`src/rtl/mapp_pkg.sv`:
```
`timescale 1ns/1ps
package mapp_pkg;
    typedef enum logic [1:0] {
        ST_IDLE    = 2'd0,
        ST_ADDR_HI = 2'd1,
        ST_ADDR_LO = 2'd2,
        ST_DATA    = 2'd3
    } mapp_state_e;
endpackage

```
`src/rtl/mapp_len_timer.sv`:
```
`timescale 1ns/1ps
// Counts the cycles of one data phase; flags its final cycle.
module mapp_len_timer #(
    parameter int LEN_W = 5
) (
    input  logic             clk,
    input  logic             rst_n,
    input  logic             active,
    input  logic [LEN_W-1:0] len,
    output logic             last
);
    logic [LEN_W-1:0] cnt_d, cnt_q;

    always_comb begin
        last = active && (cnt_q == len - LEN_W'(1));
        if (!active || last) begin
            cnt_d = '0;
        end else begin
            cnt_d = cnt_q + LEN_W'(1);
        end
    end

    always_ff @(posedge clk or negedge rst_n) begin
        if (!rst_n) begin
            cnt_q <= '0;
        end else begin
            cnt_q <= cnt_d;
        end
    end

    // a data phase never ends after its first cycle
    assert_min_phase_R7: assert property (@(posedge clk) disable iff (!rst_n)
        (active && cnt_q == '0) |=> active);

    // the count never passes the programmed length
    assert_count_bound_R7: assert property (@(posedge clk) disable iff (!rst_n)
        active |-> (cnt_q < len));
endmodule

```
`src/rtl/mapp_addr_gen.sv`:
```
`timescale 1ns/1ps
// Forms the address value placed on the shared lines in an address cycle.
module mapp_addr_gen #(
    parameter int ADDR_W = 24,
    parameter int AD_W   = 16,
    parameter int BEAT_W = 2
) (
    input  logic              wide,
    input  logic              hi_phase,
    input  logic [ADDR_W-1:0] base,
    input  logic [BEAT_W-1:0] beat,
    output logic [AD_W-1:0]   ad_addr
);
    localparam int HI_W = ADDR_W - AD_W;

    logic [ADDR_W-1:0] cur;

    always_comb begin
        cur = base + ADDR_W'(beat);
        if (!wide && hi_phase) begin
            ad_addr = {{(AD_W - HI_W){1'b0}}, cur[ADDR_W-1:AD_W]};
        end else begin
            ad_addr = cur[AD_W-1:0];
        end
    end
endmodule

```
`src/rtl/mapp_lane_pack.sv`:
```
`timescale 1ns/1ps
// Little-endian packing of incoming lanes and lane selection for writes.
module mapp_lane_pack #(
    parameter int AD_W   = 16,
    parameter int WORD_W = 32,
    parameter int BEAT_W = 2
) (
    input  logic              clk,
    input  logic              rst_n,
    input  logic              clear,
    input  logic              capture,
    input  logic              wide,
    input  logic [BEAT_W-1:0] beat,
    input  logic [AD_W-1:0]   din,
    input  logic [WORD_W-1:0] wdata,
    output logic [AD_W-1:0]   dout,
    output logic [WORD_W-1:0] acc
);
    localparam int NB    = AD_W / 2;
    localparam int NLANE = WORD_W / NB;
    localparam int NHALF = WORD_W / AD_W;
    localparam int HB_W  = $clog2(NHALF);

    logic [WORD_W-1:0] acc_d, acc_q;
    logic [NB-1:0]     wbyte   [NLANE];
    logic [AD_W-1:0]   whalf   [NHALF];
    logic [NB-1:0]     lane_nx [NLANE];

    for (genvar i = 0; i < NLANE; i++) begin : g_lane
        localparam int HALF_IDX = i / 2;
        localparam int SUB      = i % 2;
        logic narrow_hit, wide_hit;
        assign wbyte[i]   = wdata[i*NB +: NB];
        assign narrow_hit = !wide && (beat == BEAT_W'(i));
        assign wide_hit   = wide && (beat == BEAT_W'(HALF_IDX));
        assign lane_nx[i] = clear                    ? '0 :
                            (capture && narrow_hit)  ? din[NB-1:0] :
                            (capture && wide_hit)    ? din[SUB*NB +: NB] :
                                                       acc_q[i*NB +: NB];
    end

    for (genvar h = 0; h < NHALF; h++) begin : g_half
        assign whalf[h] = wdata[h*AD_W +: AD_W];
    end

    always_comb begin
        for (int k = 0; k < NLANE; k++) begin
            acc_d[k*NB +: NB] = lane_nx[k];
        end
        if (wide) begin
            dout = whalf[beat[HB_W-1:0]];
        end else begin
            dout = {{(AD_W - NB){1'b0}}, wbyte[beat]};
        end
    end

    always_ff @(posedge clk or negedge rst_n) begin
        if (!rst_n) begin
            acc_q <= '0;
        end else begin
            acc_q <= acc_d;
        end
    end

    assign acc = acc_q;

    // a wide capture always targets an existing halfword lane
    assert_wide_lane_R4: assert property (@(posedge clk) disable iff (!rst_n)
        (capture && wide) |-> (beat < BEAT_W'(NHALF)));

    // a new request never clears in the same cycle as a capture
    assert_clear_quiet_R4: assert property (@(posedge clk) disable iff (!rst_n)
        clear |-> !capture);
endmodule

```
`src/rtl/mapp_port.sv`:
```
`timescale 1ns/1ps
// Word-level port onto a 16-line shared address/data asynchronous bus.
module mapp_port
    import mapp_pkg::*;
#(
    parameter int ADDR_W  = 24,
    parameter int AD_W    = 16,
    parameter int WORD_W  = 32,
    parameter int LEN_W   = 5,
    parameter int MIN_LEN = 2
) (
    input  logic              clk,
    input  logic              rst_n,
    input  logic              req_valid,
    output logic              req_ready,
    input  logic              req_write,
    input  logic [ADDR_W-1:0] req_addr,
    input  logic [WORD_W-1:0] req_wdata,
    input  logic              cfg_wide,
    input  logic [LEN_W-1:0]  cfg_len,
    output logic              busy,
    output logic              done,
    output logic [WORD_W-1:0] rdata,
    output logic [AD_W-1:0]   ad_out,
    output logic              ad_oe,
    input  logic [AD_W-1:0]   ad_in,
    output logic              ale,
    output logic              rd_n,
    output logic              wr_n
);
    localparam int NB           = AD_W / 2;
    localparam int NARROW_BEATS = WORD_W / NB;
    localparam int WIDE_BEATS   = WORD_W / AD_W;
    localparam int BEAT_W       = $clog2(NARROW_BEATS);

    typedef struct packed {
        mapp_state_e       st;
        logic [BEAT_W-1:0] beat;
        logic              wide;
        logic              write;
        logic [LEN_W-1:0]  len;
        logic [ADDR_W-1:0] base;
        logic [WORD_W-1:0] wdata;
        logic              done;
    } regs_t;

    regs_t r_d, r_q;

    logic            accept;
    logic            in_data;
    logic            in_addr;
    logic            data_last;
    logic            last_beat;
    logic            capture;
    logic [AD_W-1:0] addr_word;
    logic [AD_W-1:0] lane_out;

    assign in_data = (r_q.st == ST_DATA);
    assign in_addr = (r_q.st == ST_ADDR_HI) || (r_q.st == ST_ADDR_LO);
    assign accept  = req_valid && (r_q.st == ST_IDLE);
    assign capture = in_data && !r_q.write && data_last;

    mapp_len_timer #(.LEN_W(LEN_W)) u_timer (
        .clk    (clk),
        .rst_n  (rst_n),
        .active (in_data),
        .len    (r_q.len),
        .last   (data_last)
    );

    mapp_addr_gen #(.ADDR_W(ADDR_W), .AD_W(AD_W), .BEAT_W(BEAT_W)) u_agen (
        .wide     (r_q.wide),
        .hi_phase (r_q.st == ST_ADDR_HI),
        .base     (r_q.base),
        .beat     (r_q.beat),
        .ad_addr  (addr_word)
    );

    mapp_lane_pack #(.AD_W(AD_W), .WORD_W(WORD_W), .BEAT_W(BEAT_W)) u_pack (
        .clk     (clk),
        .rst_n   (rst_n),
        .clear   (accept),
        .capture (capture),
        .wide    (r_q.wide),
        .beat    (r_q.beat),
        .din     (ad_in),
        .wdata   (r_q.wdata),
        .dout    (lane_out),
        .acc     (rdata)
    );

    always_comb begin
        last_beat = r_q.wide ? (r_q.beat == BEAT_W'(WIDE_BEATS - 1))
                             : (r_q.beat == BEAT_W'(NARROW_BEATS - 1));
        r_d      = r_q;
        r_d.done = 1'b0;
        unique case (r_q.st)
            ST_IDLE: begin
                if (accept) begin
                    r_d.wide  = cfg_wide;
                    r_d.write = req_write;
                    r_d.len   = (cfg_len < LEN_W'(MIN_LEN)) ? LEN_W'(MIN_LEN) : cfg_len;
                    r_d.base  = req_addr;
                    r_d.wdata = req_wdata;
                    r_d.beat  = '0;
                    r_d.st    = cfg_wide ? ST_ADDR_LO : ST_ADDR_HI;
                end
            end
            ST_ADDR_HI: r_d.st = ST_ADDR_LO;
            ST_ADDR_LO: r_d.st = ST_DATA;
            ST_DATA: begin
                if (data_last) begin
                    if (last_beat) begin
                        r_d.st   = ST_IDLE;
                        r_d.done = 1'b1;
                    end else begin
                        r_d.beat = r_q.beat + BEAT_W'(1);
                        r_d.st   = r_q.wide ? ST_ADDR_LO : ST_ADDR_HI;
                    end
                end
            end
            default: r_d.st = ST_IDLE;
        endcase
    end

    always_ff @(posedge clk or negedge rst_n) begin
        if (!rst_n) begin
            r_q <= '0;
        end else begin
            r_q <= r_d;
        end
    end

    always_comb begin
        busy      = (r_q.st != ST_IDLE);
        req_ready = !busy;
        done      = r_q.done;
        ale       = in_addr;
        rd_n      = !(in_data && !r_q.write);
        wr_n      = !(in_data && r_q.write);
        ad_oe     = in_addr || (in_data && r_q.write);
        if (in_addr) begin
            ad_out = addr_word;
        end else if (in_data && r_q.write) begin
            ad_out = lane_out;
        end else begin
            ad_out = '0;
        end
    end

    // read and write strobes are mutually exclusive
    assert_strobe_excl_R6: assert property (@(posedge clk) disable iff (!rst_n)
        !(!rd_n && !wr_n));

    // no strobe during an address cycle
    assert_ale_no_strobe_R6: assert property (@(posedge clk) disable iff (!rst_n)
        ale |-> (rd_n && wr_n));

    // the lines are released while reading
    assert_read_release_R6: assert property (@(posedge clk) disable iff (!rst_n)
        !rd_n |-> !ad_oe);

    // work starts only in response to a request
    assert_busy_needs_req_R8: assert property (@(posedge clk) disable iff (!rst_n)
        $rose(busy) |-> $past(req_valid));

    // completion is a single-cycle pulse
    assert_done_single_R9: assert property (@(posedge clk) disable iff (!rst_n)
        done |=> !done);

    // completion follows a busy period
    assert_done_after_busy_R9: assert property (@(posedge clk) disable iff (!rst_n)
        done |-> $past(busy));
endmodule

```
`config.mk`:
```
export PLATFORM = sky130hd
export DESIGN_NAME = mapp_port
export DESIGN_NICKNAME = d
export VERILOG_FILES = /design/src/rtl/mapp_pkg.sv /design/src/rtl/mapp_len_timer.sv /design/src/rtl/mapp_addr_gen.sv /design/src/rtl/mapp_lane_pack.sv /design/src/rtl/mapp_port.sv
export SDC_FILE = /design/constraint.sdc
export NUM_CORES = 1
export LEC_CHECK = 0
export ABC_CLOCK_PERIOD_IN_PS = 4500
export BUFFER_PORTS_ARGS = -buffer_cell sky130_fd_sc_hd__buf_2
export CAP_MARGIN = 25
export CORE_MARGIN = 8
export CORE_UTILIZATION = 37
export CTS_CLUSTER_SIZE = 14
export DETAILED_ROUTE_END_ITERATION = 6
export GPL_ROUTABILITY_DRIVEN = 0
export PLACE_DENSITY = 0.6
export SETUP_SLACK_MARGIN = 0.3
export SYNTH_ARGS = -nofsm -noshare
export SYNTH_HDL_FRONTEND = slang
export SYNTH_SLANG_ARGS = --single-unit
```
`constraint.sdc`:
```
create_clock -name clk -period 4.5 [get_ports clk]
set_input_delay 1.35 -clock clk [delete_from_list [all_inputs] [get_ports clk]]
set_output_delay 1.35 -clock clk [all_outputs]
set_load 0.02 [all_outputs]
```
# Word-level counts from Yosys, hierarchy flattened
# Cells that the tools add are included.
[word_totals]
reg_bits = 105
output_inout_bits = 55
elab_cells = 106
[op_classes]
n_addsub = 4
n_lt_le_gt_ge = 3
eq_ne = 10
mux = 36
bitwise_logic = 2
n_reduce_logical = 38
[op_table]
columns = ["operator", "n"]
rows = [
  ["16-bit two-way mux", 7],
  ["8-bit two-way mux", 14],
  ["67-bit two-way mux", 1],
  ["24-bit by 2-bit adder with 24-bit output", 1],
  ["1-bit logical AND", 18],
  ["8-bit binary-select mux with 2-bit select", 1],
  ["3-bit nonzero test", 4],
  ["5-bit two-way mux", 2],
  ["2-bit == test (second input constant)", 4],
  ["2-bit two-way mux", 4],
  ["2-bit one-hot mux with 4 select lines", 1],
  ["1-bit zero test", 6],
  ["5-bit by 1-bit adder with 5-bit output (second input constant)", 1],
  ["5-bit == test", 1],
  ["5-bit by 2-bit < comparator with 1-bit output (second input constant)", 1],
  ["5-bit by 1-bit subtractor with 5-bit output (second input constant)", 1],
  ["2-bit by 1-bit == test with 1-bit output (second input constant)", 2],
  ["2-bit zero test", 2],
  ["1-bit two-way mux", 4],
  ["4-bit two-way mux", 1],
  ["2-bit by 1-bit inequality test with 1-bit output (second input constant)", 2],
  ["2-bit one-hot mux with 2 select lines", 1],
  ["2-bit AND reduction", 2],
  ["4-bit AND reduction", 1],
  ["other kinds (8)", 11],
]

# Logic depth before layout (Yosys ltp)
# Gate-level depths: netlist (run 1).
[logic_depth]
depth_word = 8
depth_mapped = 9
mapped_depth_nobuf = 7

# Modules after synthesis
# A second synthesis (run 1) with hierarchy kept.
[unflattened]
hier_cells = 574
area_unflattened_um2 = 6301.0
[by_module_without_submodules]
columns = ["module", "instances", "cells_per_inst", "area_per_inst_um2", "seq_area_each_um2"]
rows = [
  ["mapp_port", 1, 240, 3281.9, 1701.6],
  ["mapp_lane_pack", 1, 192, 1980.6, 800.8],
  ["mapp_addr_gen", 1, 104, 685.7, 0.0],
  ["mapp_len_timer", 1, 38, 352.8, 125.1],
]

# Worst setup path after synthesis (run 1)
# No wires, ideal clock.
[synth_path]
kind = "reg2out"
start = "register r_q[64] (netlist name)"
end = "output port ad_out[6]"
arrival_ns = 2.012
required_time_ns = 3.150
path_slack_ns = 1.138
path_stages_with_launch = 8
n_path_buf = 0
cell_sequence = "dfrtp_1 > ha_1 > fa_1 > nand3_1 > nor3_2 > nand4_1 > xor2_1 > o21ai_0"
[synth_via]
elab_chain_cells = 7
elab_cells_between_ends = 13
classes_between = "add/sub (1); mux (10); bitwise (2)"
[synth_rtl]
columns = ["item", "line_no", "text"]
rows = [
  ["from (decl)", "mapp_port.sv:47", "regs_t r_d, r_q;"],
  ["from (signal assigned)", "mapp_port.sv:130", "r_q <= r_d;"],
  ["parallel branches: the longest is 6 deep, another holds 24-bit by 2-bit adder with 24-bit output", "--", ""],
  ["16-bit two-way mux *", "mapp_port.sv:142", "if (in_addr) begin"],
  ["to (decl)", "mapp_port.sv:24", "output logic [AD_W-1:0] ad_out,"],
]
# Mark *: on every way between the ends. The select of a mux whose other input is x is not followed.

# Final worst setup path (run 1)
[layout_path]
start = "register r_q[33] (netlist name)"
end = "output port ad_out[6]"
[layout_via]
elab_chain_cells = 3
[layout_rtl]
columns = ["item", "line_no", "text"]
rows = [
  ["24-bit by 2-bit adder with 24-bit output", "mapp_addr_gen.sv:19", "cur = base + ADDR_W'(beat);"],
  ["16-bit two-way mux", "mapp_addr_gen.sv:20", "if (!wide && hi_phase) begin"],
  ["16-bit two-way mux", "mapp_port.sv:142", ""],
]
# Every way passes these cells.

==> metrics.cfg, run 1 <==
[outcome]
status=finished, final reports clean

[placed_design]
hpwlAfterDp_mm=12.7
dpl_cell_area_um2=6720
placed_cells=974
io_buffers=136

[route]
post-route-drc-count=0
routed-via-count=5090
drt-vias-per-instance=5.14
drt-total-wl_mm=17.0
drt-pass1-iter-count=5
wire_per_inst_um=17.2
drt_iter0_drc=334
drtAntennaViolNets=0

[finish]
fin_util_pct=44.9
stdcell_count=990
nets=865
final_common_cell=nand2_1
final_cell_mix=nand2_1, buf_2, dfrtp_1, mux2i_1
design_area_um2=7030
diodes=0
nFillCells=1601
synthToLayoutAreaGrowth_pct=20.2
drive_gt1_share_pct=23.3

[synth]
yosys-top-cells-area=dfrtp_1, nand2_1, mux2i_1
synth_compound_area_share_pct=10.1
synth-adder-area-share_pct=2.91
syn_nets=747
netlist_instances=652
synth_top_area_share_pct=44.9
synth_area_um2=5850
ys_ff_latch=105
synthMuxAreaShare_pct=9.27
yosysUniqueCellTypes=50
syn_avg_cell_area_um2=8.97
synthesis.yosys.warnings=0
seq_area_frac_synth_pct=44.9
synth_xor_area_share_pct=4.49
synth_top_family_by_area=simple AND/OR/NAND/NOR gates
yosysTopAreaCell=dfrtp_1
yosys.area_share.simple_pct=24.7

[sta]
fmax_ghz=0.257
post-route-period-util_pct=86.4
period_needed_ns=3.89
fin_setup_tns_ns=0
finClkSkew_ns=0.00831
relSlewSlack_pct=43.9
tightest_slew_ns=0.841
finalHoldViolations=0
rsz0062_at_grt=no
drv_slew=0
setup_viol=0

[floorplanning]
start_util_pct=37.3
die-height_um=142
die_w_um=142
num_io_pins=137
core_area_um2=15700
die-area_um2=20100
rows=46

[hold_path]
hold_class=flip-flop to flip-flop

[job]
drv_cap=0

[clock_tree]
clock_sinks=105
holdBufCountCts=0
clock_latency_ns=0.35
clockBufferDepth=2
cts_buffers=9
clk_pin_slew_worst_paths_ns=0.06
cts_tree=yes
cts-root-buf=clkbuf_16
h-tree-depth=3
cts_resized=0
cts_setup_buffers=0

[global_route]
grt_util_all_layers_pct=17.2
grt_max_degree=57
grt_pass1_vias=5207
grt_pass1_wl_mm=27.7
overflow=0
antenna_found_initial=0

[setup_path]
cp_max_fo=7
cp-end-kind=output pin
required_ns=3.15
worst-setup-path-type=flip-flop to output pin
cp.arrival_ns=2.54
start_kind=flip-flop

[power]
power_density_nw_per_um2=695
leakage_nw=3.52
peakVddDrop_uv=393

[synth_stat cells (all sizes together)]
| cell | number |
|---|---|
| nand2 | 221 |
| dfrtp | 105 |
| mux2i | 35 |
| clkbuf | 29 |
| nor2 | 23 |
| xor2 | 22 |
| a21oi | 19 |
| nand4 | 18 |
| o21ai | 18 |
| nand2b | 14 |
| nor3 | 13 |
| ha | 12 |
| buf | 11 |
| nand3 | 11 |
| inv | 9 |
| o22ai | 9 |
| a311oi | 8 |
| a31oi | 8 |
| mux4 | 8 |
| xnor2 | 8 |
| a2111oi | 7 |
| o221ai | 6 |
| and2 | 5 |
| nor2b | 5 |
| and4 | 4 |
| and3 | 3 |
| o211ai | 3 |
| a211oi | 2 |
| a21boi | 2 |
| o211a | 2 |
| o22a | 2 |
| a21o | 1 |
| and4bb | 1 |
| fa | 1 |
| mux2 | 1 |
| nand3b | 1 |
| nand4b | 1 |
| nor4 | 1 |
| nor4b | 1 |
| o2bb2a | 1 |
| or2 | 1 |
[layer usage]
metal / track usage (%) / up-vias / part of all wire (%)
li1: - / 2476 / -
met1: 22.3 / 2400 / 45
met2: 27.5 / 190 / 46
met3: 4.64 / 24 / 7.5
met4: 5.37 / 0 / 2.0
met5: 0 / - / 0
[critical path, cell delays in order, from the launching register on]
cell	delay [ns]
dfrtp_1	0.35
ha_1	0.20
fa_1	0.23
nand3_1	0.17
nor3_2	0.46
nand4_1	0.18
xor2_1	0.17
o21ai_0	0.21
buf_2	0.22
[flip-flops by register name (all words and copies together), names as in the netlist]
name           cells
r_q               67
u_pack.acc        32
u_timer.cnt_q      5
done               1
[area by class of cell]
type / count / area, µm² / area share [%]
well taps: 216 / 270 / 3.85
flip-flops and latches: 105 / 2630 / 37.4
repair buffers: 147 / 778 / 11.1
clock inverters: 3 / 47.5 / 0.677
inverters: 9 / 33.8 / 0.481
clock buffers: 12 / 256 / 3.65
multi-input cells: 498 / 3010 / 42.9
[worst paths after layout]
check,depth (start not counted),from,end,slack [ns]
min in group asynchronous,1,rst_n,u_pack.acc[23],1.00
worst max register to register,6,r_q[64],u_pack.acc[9],1.80
worst max-delay path,8,r_q[33],ad_out[6],0.61
max in group asynchronous,2,rst_n,u_pack.acc[14],2.78
worst min-delay path,2,r_q[33],r_q[33],0.49
worst min register to register,2,r_q[33],r_q[33],0.49
[report_power, final]
group	leakage [nW]	internal, mW	total [mW]	switching, mW
sequential	1.36	1.33	1.71	0.376
clock	0.150	0.463	0.811	0.348
combinational	2.01	0.880	2.36	1.48
[through the flow]
step	hold slack, ns	power, mW	setup WS, ns
2_1_floorplan	0.452	3.34	1.14
3_3_place_gp	0.478	4.08	1.03
3_5_place_dp	0.476	4.10	1.00
4_1_cts	0.493	4.93	0.608
5_1_grt	0.522	5.28	0.457
6_report	0.495	4.88	0.613
[logic make-up after synthesis]
group                    after synthesis
adder cells (fa/ha/maj)               13
multiplexers                          44
buffers and inverters                 49
AO/OA/AOI/OAI                         88
AND/OR/NAND/NOR                      323
flip-flops                           105
XOR/XNOR                              30
(Power assumes the default switching activity.)
==> inputs of run 2 (changes only) <==
--- a/config.mk
+++ b/config.mk
@@ -8,12 +8,13 @@
 export ABC_CLOCK_PERIOD_IN_PS = 4500
 export BUFFER_PORTS_ARGS = -buffer_cell sky130_fd_sc_hd__buf_2
 export CAP_MARGIN = 25
+export CORE_ASPECT_RATIO = 0.6
 export CORE_MARGIN = 8
-export CORE_UTILIZATION = 37
+export CORE_UTILIZATION = 59
 export CTS_CLUSTER_SIZE = 14
 export DETAILED_ROUTE_END_ITERATION = 6
 export GPL_ROUTABILITY_DRIVEN = 0
-export PLACE_DENSITY = 0.6
+export PLACE_DENSITY = 0.87
 export SETUP_SLACK_MARGIN = 0.3
 export SYNTH_ARGS = -nofsm -noshare
 export SYNTH_HDL_FRONTEND = slang
==> metrics.cfg, run 2 (synthesized netlist as in run 1, its figures left out) <==
[route]
post-route-drc-count=0  ; unchanged
drt-total-wl_mm=17.5  ; was 17.0 mm
drt_iter0_drc=690  ; was 334
routed-via-count=5431  ; was 5090
drtAntennaViolNets=0  ; unchanged
wire_per_inst_um=19.2  ; was 17.2 µm
drt-vias-per-instance=5.98  ; was 5.14
drt-pass1-iter-count=5  ; unchanged

[global_route]
overflow=0  ; unchanged
grt_pass1_vias=5337  ; was 5207
antenna_found_initial=0  ; unchanged
grt_max_degree=64  ; was 57
grt_pass1_wl_mm=27.6  ; was 27.7 mm
grt_util_all_layers_pct=26.0  ; was 17.2%

[finish]
nFillCells=769  ; was 1601
diodes=0  ; unchanged
final_common_cell=nand2_1  ; unchanged
nets=863  ; was 865
final_cell_mix=nand2_1, buf_2, dfrtp_1, mux2i_1  ; unchanged
largest_register=r_q  ; unchanged
design_area_um2=6910  ; was 7030 µm²
synthToLayoutAreaGrowth_pct=18.2  ; was 20.2%
largest_reg_flops=67  ; unchanged
drive_gt1_share_pct=23.3  ; about the same

[sta]
finalHoldViolations=0  ; unchanged
fin_ws_ns=0.516  ; was 0.613 ns
setup_viol=0  ; unchanged
post-route-period-util_pct=88.5  ; was 86.4%
drv_slew=0  ; unchanged
fin_setup_tns_ns=0  ; unchanged
relSlewSlack_pct=30.5  ; was 43.9%
tightest_slew_ns=1.04  ; was 0.841 ns
finClkSkew_ns=0.00523  ; was 0.00831 ns
fin_hold_ws_ns=0.512  ; was 0.495 ns
rsz0062_at_grt=no  ; unchanged
fmax_ghz=0.251  ; was 0.257 GHz
period_needed_ns=3.98  ; was 3.89 ns

[clock_tree]
cts_setup_buffers=0  ; unchanged
cts_resized=0  ; unchanged
cts_tree=yes  ; unchanged
clock_latency_ns=0.36  ; was 0.35 ns
clock_sinks=105  ; unchanged
cts-root-buf=clkbuf_16  ; unchanged
h-tree-depth=3  ; unchanged
cts_buffers=9  ; unchanged
clk_pin_slew_worst_paths_ns=0.07  ; was 0.06 ns
holdBufCountCts=0  ; unchanged
clockBufferDepth=2  ; unchanged

[placed_design]
dpl_cell_area_um2=6610  ; was 6720 µm²
hpwlAfterDp_mm=12.9  ; was 12.7 mm
io_buffers=136  ; unchanged
place_ws_ns=0.973  ; was 1.00 ns

[floorplanning]
core_area_um2=9740  ; was 15700 µm²
start_util_pct=60.0  ; was 37.3%
die-area_um2=13500  ; was 20100 µm²
die-height_um=93.1  ; was 142 µm
die_w_um=145  ; was 142 µm
rows=28  ; was 46
num_io_pins=137  ; unchanged

[power]
leakage_nw=3.51  ; was 3.52 nW
peakVddDrop_uv=315  ; was 393 µV
power_density_nw_per_um2=717  ; was 695 nW/µm²

[setup_path]
cp.arrival_ns=2.63  ; was 2.54 ns
worst-setup-path-type=flip-flop to output pin  ; unchanged
cp_max_fo=7  ; unchanged
required_ns=3.15  ; about the same
cp-end-kind=output pin  ; unchanged
start_kind=flip-flop  ; unchanged

[hold_path]
hold_class=flip-flop to flip-flop  ; unchanged

[job]
drv_cap=0  ; unchanged

[outcome]
status=finished, final reports clean  ; unchanged

## run 2: power breakdown
part	total (mW)	internal [mW]	leakage [nW]	switching, mW
Clock	0.792	0.405	0.147	0.387
Sequential	1.76	1.33	1.36	0.428
Combinational	2.41	0.878	2.00	1.53
Total	4.96	2.61	3.51	2.34
## run 2: final timing paths
path	endpoint	cells after the start	start	slack (ns)
hold reg to reg	r_q[33]	2	r_q[33]	0.51
hold / removal	r_q[33]	2	r_q[33]	0.51
max in group asynchronous	u_pack.acc[14]	2	rst_n	2.96
setup / recovery	ad_out[4]	8	r_q[33]	0.52
setup reg to reg	u_pack.acc[11]	6	r_q[64]	1.51
min in group asynchronous	r_q[45]	1	rst_n	0.90
## run 2: final cells by class
cell class	instances	area, µm²	area share, %
inverters	9	33.8	0.489
clock buffers	10	239	3.46
flip-flops and latches	105	2630	38.0
multi-input cells	498	3010	43.6
clock inverters	6	57.6	0.833
well taps	135	169	2.44
repair buffers	145	771	11.2
## run 2: per-stage QoR
step | instances | power (mW) | utilization (%)
detailed placement | 892 | 4.11 | 67.9
global placement | 891 | 3.99 | 67.6
CTS | 908 | 4.92 | 71.0
global route | 908 | 5.24 | 71.0
finish | 908 | 4.96 | 71.0
floorplan | 652 | 3.34 | -
## run 2: critical path, stage by stage (launching register included)
cell	delay, ns
dfrtp_1	0.37
ha_1	0.20
fa_1	0.22
nand3_1	0.18
nor3_2	0.44
nand4_1	0.18
xor2_1	0.18
o221ai_1	0.27
buf_2	0.23
## run 2: layer usage
metal	GRT usage, %	wire (µm)	vias up
met2	37.7	7630	310
met5	0	0	-
met4	8.27	333	0
li1	-	-	2464
met1	36.6	7550	2617
met3	7.99	1950	40
==> inputs of run 3 (changes only) <==
--- a/config.mk
+++ b/config.mk
@@ -5,16 +5,16 @@
 export SDC_FILE = /design/constraint.sdc
 export NUM_CORES = 1
 export LEC_CHECK = 0
-export ABC_CLOCK_PERIOD_IN_PS = 4500
+export ABC_CLOCK_PERIOD_IN_PS = 4400
 export BUFFER_PORTS_ARGS = -buffer_cell sky130_fd_sc_hd__buf_2
 export CAP_MARGIN = 25
 export CORE_ASPECT_RATIO = 0.6
 export CORE_MARGIN = 8
-export CORE_UTILIZATION = 59
+export CORE_UTILIZATION = 54
 export CTS_CLUSTER_SIZE = 14
 export DETAILED_ROUTE_END_ITERATION = 6
 export GPL_ROUTABILITY_DRIVEN = 0
-export PLACE_DENSITY = 0.87
+export PLACE_DENSITY = 0.81
 export SETUP_SLACK_MARGIN = 0.3
 export SYNTH_ARGS = -nofsm -noshare
 export SYNTH_HDL_FRONTEND = slang
==> constraint.sdc (replaced) <==
create_clock -name clk -period 4.4 [get_ports clk]
set_input_delay 1.32 -clock clk [delete_from_list [all_inputs] [get_ports clk]]
set_output_delay 1.32 -clock clk [all_outputs]
set_load 0.02 [all_outputs]
==> metrics.cfg, run 3 (synthesized netlist as in run 1, its figures left out) <==
[sta]
drv_slew=0  ; unchanged
tightest_slew_ns=0.926  ; was 1.04 ns
fin_ws_ns=0.530  ; was 0.516 ns
post-route-period-util_pct=88.0
period_needed_ns=3.87
relSlewSlack_pct=38.1  ; was 30.5%
setup_viol=0  ; unchanged
rsz0062_at_grt=no  ; unchanged
finClkSkew_ns=0.00811  ; was 0.00523 ns
fin_hold_ws_ns=0.486  ; was 0.512 ns
fmax_ghz=0.258
finalHoldViolations=0  ; unchanged
fin_setup_tns_ns=0  ; unchanged

[finish]
multi_input_area_um2=3020  ; was 3010 µm²
final_common_cell=nand2_1  ; unchanged
largest_register=r_q  ; unchanged
final_cell_mix=nand2_1, buf_2, dfrtp_1, mux2i_1  ; unchanged
largest_reg_flops=67  ; unchanged
fin_util_pct=65.3  ; was 71.0%
design_area_um2=6890  ; was 6910 µm²
nFillCells=891  ; was 769
nets=863  ; unchanged
stdcell_count=912  ; was 908
regArea_um2=2630  ; unchanged
drive_gt1_share_pct=23.3  ; unchanged
diodes=0  ; unchanged
synthToLayoutAreaGrowth_pct=17.9  ; was 18.2%

[floorplanning]
die_w_um=150  ; was 145 µm
die-area_um2=14500  ; was 13500 µm²
num_io_pins=137  ; unchanged
start_util_pct=55.4  ; was 60.0%
rows=29  ; was 28
die-height_um=96.6  ; was 93.1 µm
core_area_um2=10600  ; was 9740 µm²

[setup_path]
path_cells=ha_1 > fa_1 > nand3_1 > nor3_4 > nand4_1 > xor2_1 > o221ai_1 > buf_2  ; was ha_1 > fa_1 > nand3_1 > nor3_2 > nand4_1 > xor2_1 > o221ai_1 > buf_2
r2r_slack_ns=1.54  ; was 1.51 ns
required_ns=3.08  ; was 3.15 ns
cp_max_fo=7  ; unchanged
cp.arrival_ns=2.55  ; was 2.63 ns
critical_path.top_delay_family=simple AND/OR/NAND/NOR gates  ; unchanged
cp-end-kind=output pin  ; unchanged
crit_buf_inv=1  ; unchanged
start_kind=flip-flop  ; unchanged
worst-setup-path-type=flip-flop to output pin  ; unchanged
slowest_delay_ns=0.36  ; was 0.44 ns
slowest_stage=nor3_4  ; was nor3_2

[global_route]
grt_pass1_vias=4999  ; was 5337
grt_max_degree=52  ; was 64
overflow=0  ; unchanged
antenna_found_initial=0  ; unchanged
grt_pass1_wl_mm=27.1  ; was 27.6 mm
grt_util_all_layers_pct=23.8  ; was 26.0%

[clock_tree]
h-tree-depth=3  ; unchanged
cts-root-buf=clkbuf_16  ; unchanged
clock_latency_ns=0.34  ; was 0.36 ns
cts_tree=yes  ; unchanged
clk_pin_slew_worst_paths_ns=0.06  ; was 0.07 ns
clockBufferDepth=2  ; unchanged
cts_buffers=9  ; unchanged
cts_setup_buffers=0  ; unchanged
clock_sinks=105  ; unchanged
holdBufCountCts=0  ; unchanged

[route]
post-route-drc-count=0  ; unchanged
drtAntennaViolNets=0  ; unchanged
drt-vias-per-instance=5.78  ; was 5.98
drt-pass1-iter-count=5  ; unchanged
routed-via-count=5269  ; was 5431
drt_iter0_drc=449  ; was 690
drt-total-wl_mm=17.2  ; was 17.5 mm
wire_per_inst_um=18.9  ; was 19.2 µm

[placed_design]
placed_cells=895  ; was 892
io_buffers=136  ; unchanged
dpl_cell_area_um2=6590  ; was 6610 µm²
hpwlAfterDp_mm=13.0  ; was 12.9 mm
place_ws_ns=0.882  ; was 0.973 ns

[power]
total_power_mw=5.01  ; was 4.96 mW
power_density_nw_per_um2=727  ; was 717 nW/µm²
leakage_nw=3.51  ; about the same
peakVddDrop_uv=390  ; was 315 µV

[job]
drv_cap=0  ; unchanged

[outcome]
status=finished, final reports clean  ; unchanged

[hold_path]
hold_class=flip-flop to flip-flop  ; unchanged

run 3: cell count changes in the layout (fill, tap and decap cells not counted):
cell	before	now
clkinvlp_4	0	1
nor3_2	2	1
inv_8	2	1
buf_16	1	0
buf_4	9	10
clkinv_4	2	1
clkinv_2	0	1
nor3_4	1	2
run 3: metal layers:
metal	vias up	global-route usage, %	wire length, µm
met5	-	0	0
met4	0	6.04	235
met3	24	6.79	1960
met2	281	32.9	7150
met1	2496	35.7	7870
li1	2468	-	-
run 3: area by class of cell:
| class | count | area share (%) |
|---|---|---|
| Clock buffer | 10 | 3.47 |
| Sequential cell | 105 | 38.1 |
| Clock inverter | 6 | 0.726 |
| Inverter | 9 | 0.490 |
| Multi-Input combinational cell | 498 | 43.8 |
| Tap cell | 139 | 2.52 |
| Timing Repair Buffer | 145 | 10.9 |
run 3: timing repair:
item                                    4_1_cts  5_1_grt
hold endpoints to repair                      0        0
endpoints found under the setup margin        0        1
gates resized for setup                       0        1
run 3: worst reg2reg max path, delay by kind of cell, from the launching register on:
| family | cells | cell delay [ns] |
|---|---|---|
| AO/OA/AOI/OAI | 1 | 0.75 |
| adder cells (fa/ha/maj) | 1 | 0.36 |
| AND/OR/NAND/NOR | 3 | 0.88 |
| flip-flops | 1 | 0.35 |
| buffers and inverters | 1 | 0.37 |
run 3: power breakdown:
group	leakage, nW	switching, mW	internal [mW]	total, mW
Clock	0.141	0.371	0.408	0.779
Combinational	2.00	1.55	0.898	2.45
Sequential	1.36	0.424	1.36	1.79
Total	3.51	2.34	2.67	5.01
run 3: final timing paths:
path | end | startpoint | cells after the start
setup reg to reg | u_pack.acc[9] | r_q[64] | 6
hold reg to reg | r_q[33] | r_q[33] | 2
setup / recovery | ad_out[4] | r_q[33] | 8
hold / removal | r_q[33] | r_q[33] | 2
max in group asynchronous | r_q[61] | rst_n | 2
min in group asynchronous | u_pack.acc[14] | rst_n | 1
